`config.mk`:
```
export PLATFORM = sky130hd
export DESIGN_NAME = alu_flags
export DESIGN_NICKNAME = d
export VERILOG_FILES = /design/src/rtl/alu_flags_pkg.sv /design/src/rtl/alu_datapath.sv /design/src/rtl/alu_status.sv /design/src/rtl/alu_flag_reg.sv /design/src/rtl/alu_flags.sv
export SDC_FILE = /design/constraint.sdc
export NUM_CORES = 1
export LEC_CHECK = 0
export ABC_AREA = 1
export BUFFER_PORTS_ARGS = -buffer_cell sky130_fd_sc_hd__buf_2
export CORE_MARGIN = 2
export CORE_UTILIZATION = 54
export CTS_CLUSTER_SIZE = 40
export DETAILED_ROUTE_END_ITERATION = 7
export HOLD_SLACK_MARGIN = 0.1
export MAX_ROUTING_LAYER = met4
export PLACE_DENSITY = 0.8
export SYNTH_ARGS = -nofsm -noshare
export SYNTH_HDL_FRONTEND = slang
export SYNTH_SLANG_ARGS = --single-unit
```
`constraint.sdc`:
```
create_clock -name clk -period 0.8 [get_ports clk]
set_input_delay 0 -clock clk [delete_from_list [all_inputs] [get_ports clk]]
set_output_delay 0 -clock clk [all_outputs]
set_load 0.01 [all_outputs]
```
`src/rtl/alu_flags_pkg.sv`:
```
package alu_flags_pkg;

  typedef enum logic [3:0] {
    OP_ADD = 4'd0,
    OP_SUB = 4'd1,
    OP_INC = 4'd2,
    OP_DEC = 4'd3,
    OP_AND = 4'd4,
    OP_OR  = 4'd5,
    OP_XOR = 4'd6,
    OP_NOT = 4'd7,
    OP_SHL = 4'd8,
    OP_SHR = 4'd9,
    OP_SAR = 4'd10
  } alu_op_e;

  // Flag positions: a neighbouring decoder reads them at these bits.
  localparam int FLG_CF = 0;
  localparam int FLG_PF = 2;
  localparam int FLG_AF = 4;
  localparam int FLG_ZF = 6;
  localparam int FLG_SF = 7;
  localparam int FLG_CTL_LO = 8;  // TF, IF, DF at 8, 9, 10
  localparam int FLG_OF = 11;
  localparam int NUM_CTL = 3;
  localparam int FLAG_W = 16;

  localparam logic [FLAG_W-1:0] FLAG_STATUS_MASK = 16'h08D5;
  localparam logic [FLAG_W-1:0] FLAG_DEFINED_MASK = 16'h0FD5;

  typedef struct packed {
    logic ovf;
    logic sgn;
    logic zero;
    logic aux;
    logic par;
    logic cry;
  } stat_t;

  function automatic logic even_ones8(logic [7:0] v);
    return ~^v;
  endfunction

endpackage

```
`src/rtl/alu_datapath.sv`:
```
module alu_datapath
  import alu_flags_pkg::*;
#(
  parameter int DW = 16
) (
  input  alu_op_e         op,
  input  logic            wide,
  input  logic [DW-1:0]   a,
  input  logic [DW-1:0]   b,
  output logic [DW-1:0]   res,
  output logic            cry,
  output logic            aux,
  output logic            ovf,
  output logic            keep_cf,
  output logic            known
);
  localparam int HW = DW / 2;

  function automatic logic [DW-1:0] narrow(logic [DW-1:0] v, logic w);
    return w ? v : {{(DW-HW){1'b0}}, v[HW-1:0]};
  endfunction

  function automatic logic top_bit(logic [DW-1:0] v, logic w);
    return w ? v[DW-1] : v[HW-1];
  endfunction

  function automatic logic carry_at(logic [DW:0] s, logic w);
    return w ? s[DW] : s[HW];
  endfunction

  logic [DW-1:0] am, bm, rhs, topmask, nib_x;
  logic [DW:0]   sum_x, dif_x;
  logic [DW-1:0] raw;

  always_comb begin
    am      = narrow(a, wide);
    bm      = narrow(b, wide);
    rhs     = (op == OP_INC || op == OP_DEC) ? DW'(1) : bm;
    sum_x   = {1'b0, am} + {1'b0, rhs};
    dif_x   = {1'b0, am} - {1'b0, rhs};
    topmask = wide ? {1'b1, {(DW-1){1'b0}}}
                   : {{(DW-HW){1'b0}}, 1'b1, {(HW-1){1'b0}}};
    raw     = '0;
    cry     = 1'b0;
    aux     = 1'b0;
    ovf     = 1'b0;
    keep_cf = 1'b0;
    known   = 1'b1;
    nib_x   = '0;
    case (op)
      OP_ADD, OP_INC: begin
        raw     = sum_x[DW-1:0];
        cry     = carry_at(sum_x, wide);
        nib_x   = am ^ rhs ^ raw;
        aux     = nib_x[4];
        ovf     = (top_bit(am, wide) == top_bit(rhs, wide)) &&
                  (top_bit(raw, wide) != top_bit(am, wide));
        keep_cf = (op == OP_INC);
      end
      OP_SUB, OP_DEC: begin
        raw     = dif_x[DW-1:0];
        cry     = carry_at(dif_x, wide);
        nib_x   = am ^ rhs ^ raw;
        aux     = nib_x[4];
        ovf     = (top_bit(am, wide) != top_bit(rhs, wide)) &&
                  (top_bit(raw, wide) != top_bit(am, wide));
        keep_cf = (op == OP_DEC);
      end
      OP_AND: raw = am & bm;
      OP_OR:  raw = am | bm;
      OP_XOR: raw = am ^ bm;
      OP_NOT: raw = ~am;
      OP_SHL: begin
        raw = am << 1;
        cry = top_bit(am, wide);
        ovf = top_bit(raw, wide) ^ top_bit(am, wide);
      end
      OP_SHR: begin
        raw = am >> 1;
        cry = am[0];
        ovf = top_bit(am, wide);
      end
      OP_SAR: begin
        raw = (am >> 1) | (am & topmask);
        cry = am[0];
      end
      default: known = 1'b0;
    endcase
    res = narrow(raw, wide);
  end

endmodule

```
`src/rtl/alu_status.sv`:
```
module alu_status
  import alu_flags_pkg::*;
#(
  parameter int DW = 16
) (
  input  logic [DW-1:0] res,
  input  logic          wide,
  input  logic          cry,
  input  logic          aux,
  input  logic          ovf,
  output stat_t         st
);
  localparam int HW = DW / 2;

  always_comb begin
    st.cry  = cry;
    st.aux  = aux;
    st.ovf  = ovf;
    st.zero = (res == '0);
    st.sgn  = wide ? res[DW-1] : res[HW-1];
    st.par  = even_ones8(res[7:0]);
  end

endmodule

```
`src/rtl/alu_flag_reg.sv`:
```
module alu_flag_reg
  import alu_flags_pkg::*;
(
  input  logic               clk,
  input  logic               rst_n,
  input  logic               upd,
  input  logic               keep_cf,
  input  stat_t              st,
  input  logic [NUM_CTL-1:0] ctl_set,
  input  logic [NUM_CTL-1:0] ctl_clr,
  output logic [FLAG_W-1:0]  flags
);
  stat_t              stat_q;
  logic [NUM_CTL-1:0] ctl_q;

  always_ff @(posedge clk or negedge rst_n) begin
    if (!rst_n) begin
      stat_q <= '0;
    end else if (upd) begin
      stat_q.ovf  <= st.ovf;
      stat_q.sgn  <= st.sgn;
      stat_q.zero <= st.zero;
      stat_q.aux  <= st.aux;
      stat_q.par  <= st.par;
      stat_q.cry  <= keep_cf ? stat_q.cry : st.cry;
    end
  end

  for (genvar i = 0; i < NUM_CTL; i++) begin : g_ctl
    always_ff @(posedge clk or negedge rst_n) begin
      if (!rst_n)          ctl_q[i] <= 1'b0;
      else if (ctl_clr[i]) ctl_q[i] <= 1'b0;
      else if (ctl_set[i]) ctl_q[i] <= 1'b1;
    end
  end

  always_comb begin
    flags = '0;
    flags[FLG_CF] = stat_q.cry;
    flags[FLG_PF] = stat_q.par;
    flags[FLG_AF] = stat_q.aux;
    flags[FLG_ZF] = stat_q.zero;
    flags[FLG_SF] = stat_q.sgn;
    flags[FLG_OF] = stat_q.ovf;
    flags[FLG_CTL_LO +: NUM_CTL] = ctl_q;
  end

endmodule

```
`src/rtl/alu_flags.sv`:
```
module alu_flags
  import alu_flags_pkg::*;
#(
  parameter int DW = 16
) (
  input  logic          clk,
  input  logic          rst_n,
  input  logic          op_valid,
  input  logic [3:0]    op_code,
  input  logic          wide,
  input  logic [DW-1:0] opa,
  input  logic [DW-1:0] opb,
  input  logic [2:0]    ctl_set,
  input  logic [2:0]    ctl_clr,
  output logic [DW-1:0] result,
  output logic [15:0]   flags
);
  logic [DW-1:0] dp_res;
  logic          dp_cry, dp_aux, dp_ovf, dp_keep_cf, dp_known;
  stat_t         dp_stat;
  logic          op_fire;

  alu_datapath #(.DW(DW)) u_dp (
    .op      (alu_op_e'(op_code)),
    .wide    (wide),
    .a       (opa),
    .b       (opb),
    .res     (dp_res),
    .cry     (dp_cry),
    .aux     (dp_aux),
    .ovf     (dp_ovf),
    .keep_cf (dp_keep_cf),
    .known   (dp_known)
  );

  alu_status #(.DW(DW)) u_st (
    .res  (dp_res),
    .wide (wide),
    .cry  (dp_cry),
    .aux  (dp_aux),
    .ovf  (dp_ovf),
    .st   (dp_stat)
  );

  assign op_fire = op_valid && dp_known;

  alu_flag_reg u_fr (
    .clk     (clk),
    .rst_n   (rst_n),
    .upd     (op_fire),
    .keep_cf (dp_keep_cf),
    .st      (dp_stat),
    .ctl_set (ctl_set),
    .ctl_clr (ctl_clr),
    .flags   (flags)
  );

  always_ff @(posedge clk or negedge rst_n) begin
    if (!rst_n)       result <= '0;
    else if (op_fire) result <= dp_res;
  end

endmodule

```
==> flow_summary.toml, run 1 <==
[cts]
cts.sinks = 25
numCtsBuffers = 3
root_buffer = "clkbuf_8"
clk_path_buf_depth = 2
htreeDepth = 1

[outcome]
status = "aborted with a tool error"
lastStage = "global routing (5_1_grt)"
stop_error = "[ERROR GRT-0232] Routing congestion too high. Check the congestion heatmap in the GUI."

[synthesis]
yosysSeqAreaShare_pct = 12.67
synth_edf_count = 0
synth_top_area_share_pct = 20.30
synth_largest_area_cell = "nand2_1"
ys_ff_latch = 25
synthCells = 852
avgSynthCellArea_sq_um = 5.795
synthFlopType = "dfrtp_1"
synth_cell_types = 44
ys_async_sr_fraction_pct = 100.0
synth_area_sq_mm = 0.004937
yosys-top-cells-area = "nand2_1 (20%), ha_1 (18%), dfrtp_1 (13%), inv_1 (11%), nand3_1 (8.1%)"
synth_warnings = 0

[place]
io_buffer_count = 70
gp_congestion = 1.039
dpl.hpwl_mm = 15.29
dp.cells = 1201

[floorplan]
start_util_pct = 56.07
rows = 34
fp.dieH_um = 99.62
dieWidth_um = 99.62
io-pin-count = 78

[global_routing]
grt_max_degree = 30
grt.total_usage_pct = 71.74
gr-total-overflow = 27

[sta]
worst-ep-kind = "register data pin"
grt-worst-endpoint = "u_fr.flags[11]$_DFFE_PN0P_/D"
-- synthesized netlist by cell type (3+ instances only) --
library cell and n:
o21bai_1 3, o211ai_1 3, nand2_2 4, buf_6 3, inv_1 143, nor2_1 74
ha_1 70, inv_2 6, buf_4 10, a21oi_1 37, o21ai_0 30, nand2_1 267
buf_2 17, nand4_1 11, dfrtp_1 25, nor3_1 8, o21ai_1 4, nor2_2 5
o22ai_1 14, o2111ai_1 4, nand3_1 80
-- routing by layer --
layer	global-route usage, %	overflow
met4	73.87	15
met2	90.75	12
met1	67.64	0
met5	-	-
met3	51.30	0
-- through the flow --
| stage | cell area (sq um) | worst slack [ps] | hold slack [ps] |
|---|---|---|---|
| 4_1_cts | 7796 | -1466 | 128.6 |
| 3_3_place_gp | 6950 | -1879 | -52.76 |
| 3_5_place_dp | 6950 | -1946 | -49.86 |
| 2_1_floorplan | 5213 | -1437 | -295.6 |
-- kinds of logic after synthesis --
logic type	after synthesis	share of synthesized area (%)
adder cells (fa/ha/maj)	72	18.55
XOR/XNOR	4	0.7097
other	1	0.07595
AO/OA/AOI/OAI	109	13.41
buffers and inverters	181	15.41
AND/OR/NAND/NOR	460	39.18
flip-flops	25	12.67
-- repair_timing --
action                                 in CTS
hold buffers                                8
setup endpoints to repair                  37
endpoints found under the hold margin      30
resized for setup                         122
cloned                                      1
buffers inserted                           37
pin swaps                                  45
==> inputs of run 2 (changes only) <==
- CORE_UTILIZATION: 54 -> 40
- CTS_CLUSTER_SIZE: 40 -> default
- HOLD_SLACK_MARGIN: 0.1 -> default
- MAX_ROUTING_LAYER: met4 -> default
- PLACE_DENSITY: 0.8 -> default
- PLACE_DENSITY_LB_ADDON: default -> 0.15
- clock period: 0.8 -> 1 ns (I/O delays scaled with it)
==> run 2 against run 1 <==
Against the previous run:
- the flow now finishes, with violations (negative setup slack)
- area after synthesis stayed put
- synthesized cell count unchanged
==> flow_summary.toml, run 2 <==
[layout]
drive_gt1_share_pct = 43.12
layout.nets = 1260
largest_reg_flops = 16
final_cell_mix = "nand2_1 (234), buf_4 (225), inv_1 (120), buf_2 (68), nand3_1 (62)"
multiInputGateArea_sq_mm = 0.004353
fill_cells = 1101
mostFrequentLayoutCell = "nand2_1"
area_growth_pct = 63.46
utilization_pct = 67.19
largest-register = "result"
regArea_sq_um = 625.6

[synthesis]
synth_top_area_share_pct = 20.30
synthCells = 852
avgSynthCellArea_sq_um = 5.795
ys_async_sr_fraction_pct = 100.0
synth_largest_area_cell = "nand2_1"
synth_common_cells = "nand2_1 (267), inv_1 (143), nand3_1 (80), nor2_1 (74), ha_1 (70)"
synth_area_sq_mm = 0.004937
synth_cell_types = 44
synthMostInstantiatedCell = "nand2_1"
synthFlopType = "dfrtp_1"
yosysSeqAreaShare_pct = 12.67
synth_warnings = 0
ys_ff_latch = 25
synth_edf_count = 0
yosys-top-cells-area = "nand2_1 (20%), ha_1 (18%), dfrtp_1 (13%), inv_1 (11%), nand3_1 (8.1%)"

[drt]
drt-total-wl_mm = 19.64
routedWlPerCell_um = 15.23
drc = 0
final_antenna_net_count = 0
post_drt_via_cell_ratio = 5.121
initialDrtViolationCount = 469
drtPass1Iterations = 5
vias = 6601

[global_routing]
grt.total_usage_pct = 29.48
grt_pass1_wl_mm = 31.26
grt_max_degree = 29
gr-total-overflow = 0
first_global_vias = 6512
antenna_found_initial = 1

[floorplan]
die_area_sq_mm = 0.01325
rows = 40
dieWidth_um = 115.1
start_util_pct = 41.10
fp.dieH_um = 115.1
io-pin-count = 78
core_sq_mm = 0.01201

[sta]
fin_tns_setup_ps = -22120
setup_ws_ps = -1409
fmaxAchievable_mhz = 415.0
finClkSkew_ps = 0
rsz0062_at_grt = "yes"
fin_crit_sh_pct = 240.9
maxSlewHeadroom_pct = 64.36
final-hold-violation-count = 0
drv_slew = 0
fin_crit_ps = 2409
worst_pin_slew_ps = 534.5
setup_violations = 22

[place]
place_ws_ps = -1693
io_buffer_count = 70
gp_congestion = 0.9579
dpl.hpwl_mm = 15.65

[outcome]
status = "finished, violations left"
violations = "negative setup slack"

[worst_setup_path]
crit-reg2reg-capture = "u_fr.flags[4]"
crit_top_cell = "nand2_1"
reg2regPathDepth = 2
crit_chain = "buf_8 -> nor2_4 -> inv_4 -> nor2_4 -> buf_4 -> nor2_2 -> inv_2 -> ha_4 -> buf_4 -> nand2_1 -> nand3_1 -> nand2_2 -> a21oi_1 -> o21ai_1 -> nand4_1 -> inv_2 -> ha_4 -> and3_4 -> nand3_2 -> a21oi_2 -> nand2_1 -> nor2_1 -> nand3_1 -> nand2_1"
arrival_ps = 2610
ff2ff_setup_slack_ps = 340
worst_path_max_delay_cell = "ha_4"
crit_path_max_incr_delay_ps = 230
crit_fanout = 8
crit_path_start_kind = "primary input"
criticalPathCategory = "in2reg"
required_ps = 1200
r2r_start = "u_fr.flags[4]"
end_kind = "flop"

[power]
power.density_mw_per_mm2 = 825.8
leakage_nw = 4.493
irDropWorstVdd_v = 0.0008218

[cts]
numCtsBuffers = 3
cts.sinks = 25
cts_tree = "done"
htreeDepth = 1
root_buffer = "clkbuf_16"
path_clk_slew_ps = 60
clk_path_buf_depth = 2
insertion_delay_ps = 250

[hold_path]
hold_path_depth = 4
holdCritPathClass = "in2reg"
worstHoldStart = "op_valid"
whs_endpoint = "result[14]"

[job]
drv_cap = 0
run 2: through the flow:
stage | hold WS [ps] | power, mW | instances | instance area, sq um
global placement | 16.48 | 4.957 | 1248 | 7047
global route | 131.5 | 7.155 | 1288 | 8068
floorplan | -295.6 | 3.293 | 858 | 5213
CTS | 106.3 | 6.349 | 1280 | 7769
finish | 105.2 | 6.665 | 1289 | 8070
detailed placement | 10.49 | 4.980 | 1248 | 7047
run 2: worst max-delay path by stage:
stage          startpoint       endpoint  slack, ps  depth (start not counted)
2_1_floorplan  op_code[3]  u_fr.flags[2]      -1240                         21
3_3_place_gp   op_code[2]  u_fr.flags[6]      -1670                         23
3_5_place_dp   op_code[3]  u_fr.flags[6]      -1690                         23
4_1_cts        op_code[2]  u_fr.flags[6]      -1280                         25
5_1_grt        op_code[3]  u_fr.flags[6]      -1580                         24
6_report       op_code[3]  u_fr.flags[6]      -1410                         24
run 2: repair_timing:
action / in CTS / in global routing
pin swaps: 39 / 24
buffers inserted: 21 / 8
setup endpoints to repair: 22 / 22
cloned: 1 / 0
hold buffers: 7 / 0
resized for setup: 108 / 66
hold endpoints to repair: 28 / 0
run 2: layer usage:
layer  routed length, um  vias to the layer above  GRT usage (%)  share of wire, %
li1                    -                     3282              -                 -
met1                8227                     3031          37.63                42
met2                9402                      242          50.59                48
met3                1348                       46          4.533               6.9
met4                 656                        0          10.28               3.3
met5                   0                        -              0                 0
run 2: worst max-delay path, delay by kind of cell:
family                     cells  cell delay [ps]
and+or+nand+nor               13             1340
buffers and inverters          6              650
adders and majority gates      2              350
AOI/OAI and AO/OA              3              260
run 2: cell families (layout without fill, tap and decap cells):
logic type	after synthesis	after routing	synth area share (%)
other	1	8	0.07595
buffers and inverters	181	464	15.41
AO/OA/AOI/OAI	109	109	13.41
adder cells (fa/ha/maj)	72	72	18.55
AND/OR/NAND/NOR	460	460	39.18
flip-flops	25	25	12.67
XOR/XNOR	4	4	0.7097
run 2: cell type report:
type | instances | share of cell area (%)
multi-input combinational | 652 | 53.94
clock buffer | 4 | 0.9767
tap | 147 | 2.279
inverter | 149 | 7.054
timing repair buffer | 311 | 27.97
sequential | 25 | 7.752
antenna | 1 | 0.03101
run 2: power by group:
group          total, mW  switching [mW]  internal [mW]
clock              0.864           0.320          0.544
combinational       4.54            2.41           2.13
sequential          1.26          0.0864           1.18
total               6.66            2.81           3.85
Note: power is estimated with default switching activity, not from simulation.
==> inputs of run 3 (changes only) <==
- SETUP_SLACK_MARGIN: default -> 0.5
==> run 3 against run 2 <==
Against the previous run:
- critical path type unchanged
- sequential power is essentially flat
- register-to-register slack got worse by 130 ps
- die area stayed put
- clock power rose by 4.6%
- non-clock buffer count rose by 7
- the run ends with negative hold slack, negative setup slack left
==> flow_summary.toml, run 3 (synthesis gave the netlist of run 2 again) <==
[outcome]
status = "finished, violations left"
violations = "negative hold slack, negative setup slack"

[worst_setup_path]
crit-reg2reg-capture = "u_fr.flags[0]"
required_ps = 1200
r2r_start = "u_fr.flags[0]"
ff2ff_setup_slack_ps = 210
end_kind = "flop"
reg2regPathDepth = 3
critical_path.startpoint = "op_code[3]"
criticalPathCategory = "in2reg"
crit_path_start_kind = "primary input"
arrival_ps = 2650
crit_fanout = 7
critPathCapture = "u_fr.flags[6]"

[drt]
initialDrtViolationCount = 435
final_antenna_net_count = 0
drtPass1Iterations = 7
drt-total-wl_mm = 20.03
routedWlPerCell_um = 15.47
post_drt_via_cell_ratio = 5.127
drc = 0
vias = 6640

[floorplan]
dieWidth_um = 115.1
rows = 40
core_sq_mm = 0.01201
fp.dieH_um = 115.1
io-pin-count = 78
die_area_sq_mm = 0.01325
start_util_pct = 41.10

[layout]
final_cell_mix = "buf_4 (231), nand2_1 (221), inv_1 (113), buf_2 (65), nand3_1 (53)"
area_growth_pct = 68.73
mostFrequentLayoutCell = "buf_4"
largest-register = "result"
layout.nets = 1267
largest_reg_flops = 16
antenna_cells = 0
fin_cells = 1295
drive_gt1_share_pct = 46.60

[global_routing]
grt_max_degree = 26
first_global_vias = 6440
grt_pass1_wl_mm = 31.73
gr-total-overflow = 0
grt.total_usage_pct = 30.06
antenna_found_initial = 0

[sta]
maxSlewHeadroom_pct = 62.28
fin_crit_sh_pct = 244.1
fin_tns_setup_ps = -23020
setup_ws_ps = -1441
worst_pin_slew_ps = 565.7
whs_ps = -273.0
drv_slew = 0
final-hold-violation-count = 28
finClkSkew_ps = 0
fin_crit_ps = 2441
setup_violations = 22
rsz0062_at_grt = "yes"
fmaxAchievable_mhz = 409.6

[power]
leakage_nw = 4.591
irDropWorstVdd_v = 0.0007755
power.density_mw_per_mm2 = 836.0
power_mw = 6.965

[job]
drv_cap = 0

[hold_path]
holdCritPathClass = "in2async"

[cts]
root_buffer = "clkbuf_16"
cts.sinks = 25
numCtsBuffers = 3
path_clk_slew_ps = 60
insertion_delay_ps = 260
htreeDepth = 1
clk_path_buf_depth = 2
cts_tree = "done"

[place]
gp_congestion = 1.009
place_ws_ps = -1742
dpl.hpwl_mm = 15.57
dp.cells = 1250
io_buffer_count = 70
==> run 3: stage by stage <==
step	cell area, sq um	utilization (%)
after floorplan	5213	-
after global placement	7074	58.90
after detailed placement	7074	58.90
after CTS	8114	67.55
after global routing	8330	69.35
final	8330	69.35
==> run 3: power by group <==
part           total, mW  switching [mW]  leakage (nW)  internal (mW)
combinational       4.80            2.51          4.23           2.29
sequential          1.26          0.0839         0.324           1.18
clock              0.904           0.358        0.0382          0.546
total               6.96            2.95          4.59           4.01
==> run 3: layer usage <==
metal | up-vias | GRT usage (%) | share of wire, % | routed length, um
met1 | 3030 | 38.86 | 42 | 8400
met2 | 265 | 50.47 | 47 | 9406
met4 | 0 | 11.08 | 4.1 | 816
li1 | 3290 | - | - | -
met5 | - | 0 | 0 | 0
met3 | 55 | 4.902 | 7.0 | 1410
==> run 3: worst max-delay path: stages <==
cell     delay [ps]
buf_8           100
nor2_4           90
inv_2            60
nor2_4          220
buf_6           180
nor2_4           40
inv_2            60
ha_4            210
inv_2            60
nand2_2          70
nand2_2          70
a21oi_2         160
nand2_2         100
inv_2            60
nand2_2          60
nand3_2          70
nand3_2          90
inv_2           110
ha_4            130
and3_4          200
nand3_4          80
a21oi_2         110
nand2_1          60
nor2_1           90
nand3_1          70
nand2_1          60
==> run 3: how the worst min path moves through the flow <==
stage	from	endpoint	slack, ps	cells past startpoint
CTS	rst_n	u_fr.flags[10]	-270	1
floorplan	rst_n	result[0]	-300	0
detailed placement	rst_n	result[0]	20	1
finish	rst_n	u_fr.flags[8]	-270	1
global placement	rst_n	result[0]	20	1
global route	rst_n	u_fr.flags[8]	-240	1
==> run 3: cell type report <==
type | instances | area (sq um)
well taps | 147 | 183.9
fillers | 1026 | 3681
inverters | 149 | 564.3
multi-input cells | 652 | 4524
flip-flops and latches | 25 | 625.6
clock buffers | 4 | 78.83
repair buffers | 318 | 2354
==> run 3: what timing repair did <==
action / CTS / global route
buffers inserted: 34 / 6
endpoints found under the hold margin: 28 / 28
gates cloned: 1 / 0
gates resized for setup: 178 / 45
setup endpoints to repair: 50 / 50
pin swaps: 54 / 28
==> inputs of run 4 (changes only) <==
- ABC_AREA: 1 -> default
==> run 4 against run 3 <==
Against the previous run:
- the run still ends with negative hold slack, negative setup slack left
- sequential cell count is the same
- maximum frequency shrank 23%
- design area shrank 8.9%
- final cell count shrank 20%
- count of clock-buffer cells in the layout is the same
- sequential share of layout area grew 0.74 points
- synthesized cell count shrank 30%
- first-iteration DRC count grew 2.8%
- register-to-register slack lost 140 ps
- highest routed layer unchanged
==> flow_summary.toml, run 4 <==
[outcome]
status = "finished, violations left"
violations = "negative hold slack, negative setup slack"

[synthesis]
synthCells = 598
yosys-top-cells-area = "ha_1 (20%), dfrtp_1 (14%), nand2_1 (6.4%), inv_1 (4.9%), a21oi_1 (4.3%)"
synthFlopType = "dfrtp_1"
ys_async_sr_fraction_pct = 100.0
synth_top_area_share_pct = 19.86
synth_area_sq_mm = 0.004409
synth_common_cells = "nand2_1 (75), ha_1 (70), inv_1 (58), a21oi_1 (38), nor2_1 (33)"
avgSynthCellArea_sq_um = 7.373
yosysSeqAreaShare_pct = 14.19
ys_ff_latch = 25
synth_edf_count = 0
synthMostInstantiatedCell = "nand2_1"
synth_largest_area_cell = "ha_1"
synth_cell_types = 66
synth_warnings = 0

[sta]
fmaxAchievable_mhz = 313.8
worst_pin_slew_ps = 650.7
whs_ps = -286.1
fin_tns_setup_ps = -33500
finClkSkew_ps = 0
maxSlewHeadroom_pct = 56.38
setup_violations = 22
setup_ws_ps = -2187
rsz0062_at_grt = "yes"
fin_crit_ps = 3187
drv_slew = 0
final-hold-violation-count = 28
fin_crit_sh_pct = 318.7

[drt]
initialDrtViolationCount = 447
drtPass1Iterations = 7
vias = 5763
drc = 0
final_antenna_net_count = 0
routedWlPerCell_um = 17.67
drt-total-wl_mm = 18.24
post_drt_via_cell_ratio = 5.584

[power]
power_mw = 6.351
switchingPower_mw = 2.549
irDropWorstVdd_v = 0.0009041
cellInternalPower_mw = 3.803
leakage_nw = 3.889
power.density_mw_per_mm2 = 837.1
swShare_pct = 40.13
clkPwrFrac_pct = 9.1
p_seq_share_pct = 19.5
p_comb_share_pct = 71.4

[worst_setup_path]
crit_fanout = 6
end_kind = "flop"
arrival_ps = 3350
criticalPathCategory = "in2reg"
required_ps = 1170
crit_path_start_kind = "primary input"
ff2ff_setup_slack_ps = 70

[floorplan]
die_area_sq_mm = 0.01188
dieWidth_um = 109.0
core_sq_mm = 0.01079
io-pin-count = 78
fp.dieH_um = 109.0
start_util_pct = 40.85
rows = 38

[place]
gp_congestion = 1.011
io_buffer_count = 70
dpl.hpwl_mm = 14.00

[cts]
numCtsBuffers = 3
root_buffer = "clkbuf_8"
path_clk_slew_ps = 80
insertion_delay_ps = 260
cts_tree = "done"
htreeDepth = 1
cts.sinks = 25
clk_path_buf_depth = 2

[layout]
largest-register = "result"
mostFrequentLayoutCell = "buf_4"
largest_reg_flops = 16
drive_gt1_share_pct = 48.77
utilization_pct = 70.30
area_growth_pct = 72.08
layout.nets = 1011
antenna_cells = 0
final_cell_mix = "buf_4 (226), nand2_1 (64), buf_2 (61), inv_1 (55), ha_1 (54)"

[job]
drv_cap = 0

[hold_path]
holdCritPathClass = "in2async"

[global_routing]
gr-total-overflow = 0
grt_max_degree = 30
grt.total_usage_pct = 29.51
antenna_found_initial = 0
first_global_vias = 5493
grt_pass1_wl_mm = 27.83
run 4: kinds of logic (layout without fill, tap and decap cells):
family / after synthesis / in the layout / share of synthesized area [%]
DFF: 25 / 25 / 14.19
and+or+nand+nor: 186 / 186 / 19.98
adders and majority gates: 72 / 72 / 20.77
AOI/OAI and AO/OA: 181 / 181 / 28.58
buffers and inverters: 101 / 389 / 9.733
muxes: 11 / 11 / 2.497
other: 1 / 7 / 0.08505
xor gates and xnor gates: 21 / 21 / 4.171
run 4: stage by stage:
stage | setup slack [ps] | area, sq um | std cells | hold slack (ps)
detailed placement | -2563 | 6484 | 984 | 14.07
global route | -2335 | 7587 | 1032 | -248.7
global placement | -2451 | 6484 | 984 | 3.696
finish | -2187 | 7587 | 1032 | -286.1
floorplan | -2342 | 4658 | 604 | -295.6
CTS | -2004 | 7272 | 1020 | -273.7
run 4: worst paths after layout:
kind / start / to / cells past startpoint
worst max-delay path: op_code[2] / u_fr.flags[6] / 19
worst min-delay path: rst_n / u_fr.flags[8] / 1
worst max register to register: u_fr.flags[0] / u_fr.flags[0] / 2
worst min register to register: result[0] / result[0] / 2
max in group asynchronous: rst_n / u_fr.flags[10] / 1
min in group clk: ctl_clr[2] / u_fr.flags[10] / 2
run 4: cell type report:
type | count | area, sq um
timing repair buffer | 326 | 2461
sequential | 25 | 625.6
tap | 140 | 175.2
inverter | 59 | 224.0
clock buffer | 4 | 45.04
fill | 865 | 3206
multi-input combinational | 478 | 4056
run 4: power groups by stage:
stage | sequential, mW | combinational (mW) | clock [mW]
floorplan | 1.32 | 1.78 | 0
global placement | 1.24 | 3.39 | 0
detailed placement | 1.25 | 3.44 | 0
CTS | 1.23 | 4.10 | 0.586
global route | 1.26 | 4.86 | 0.648
finish | 1.24 | 4.53 | 0.575
run 4: critical path, cell delays in order:
cell and delay [ps]:
buf_8 100, nor2_4 180, nand2_8 110, buf_8 150, buf_12 120, nand2_8 90, ha_4 150, nor2b_4 40
o31a_1 330, o21a_1 210, o21ai_1 210, o41ai_2 130, xor2_1 180, a21oi_2 180, ha_1 160, nand4_1 80
or3_1 320, or4_4 420, o41ai_2 190
run 4: timing repair:
action                                  4_1_cts  5_1_grt
pin swaps                                    50       37
buffers inserted                             32       12
gates resized for setup                     120       47
endpoints found under the hold margin        28       28
endpoints found under the setup margin       50       50
run 4: metal layers:
metal / global-route usage (%) / wire length, um / up-vias
li1: - / - / 2726
met1: 39.65 / 7771 / 2737
met2: 50.62 / 8547 / 253
met3: 2.869 / 1334 / 47
met4: 7.143 / 587 / 0
met5: 0 / 0 / -
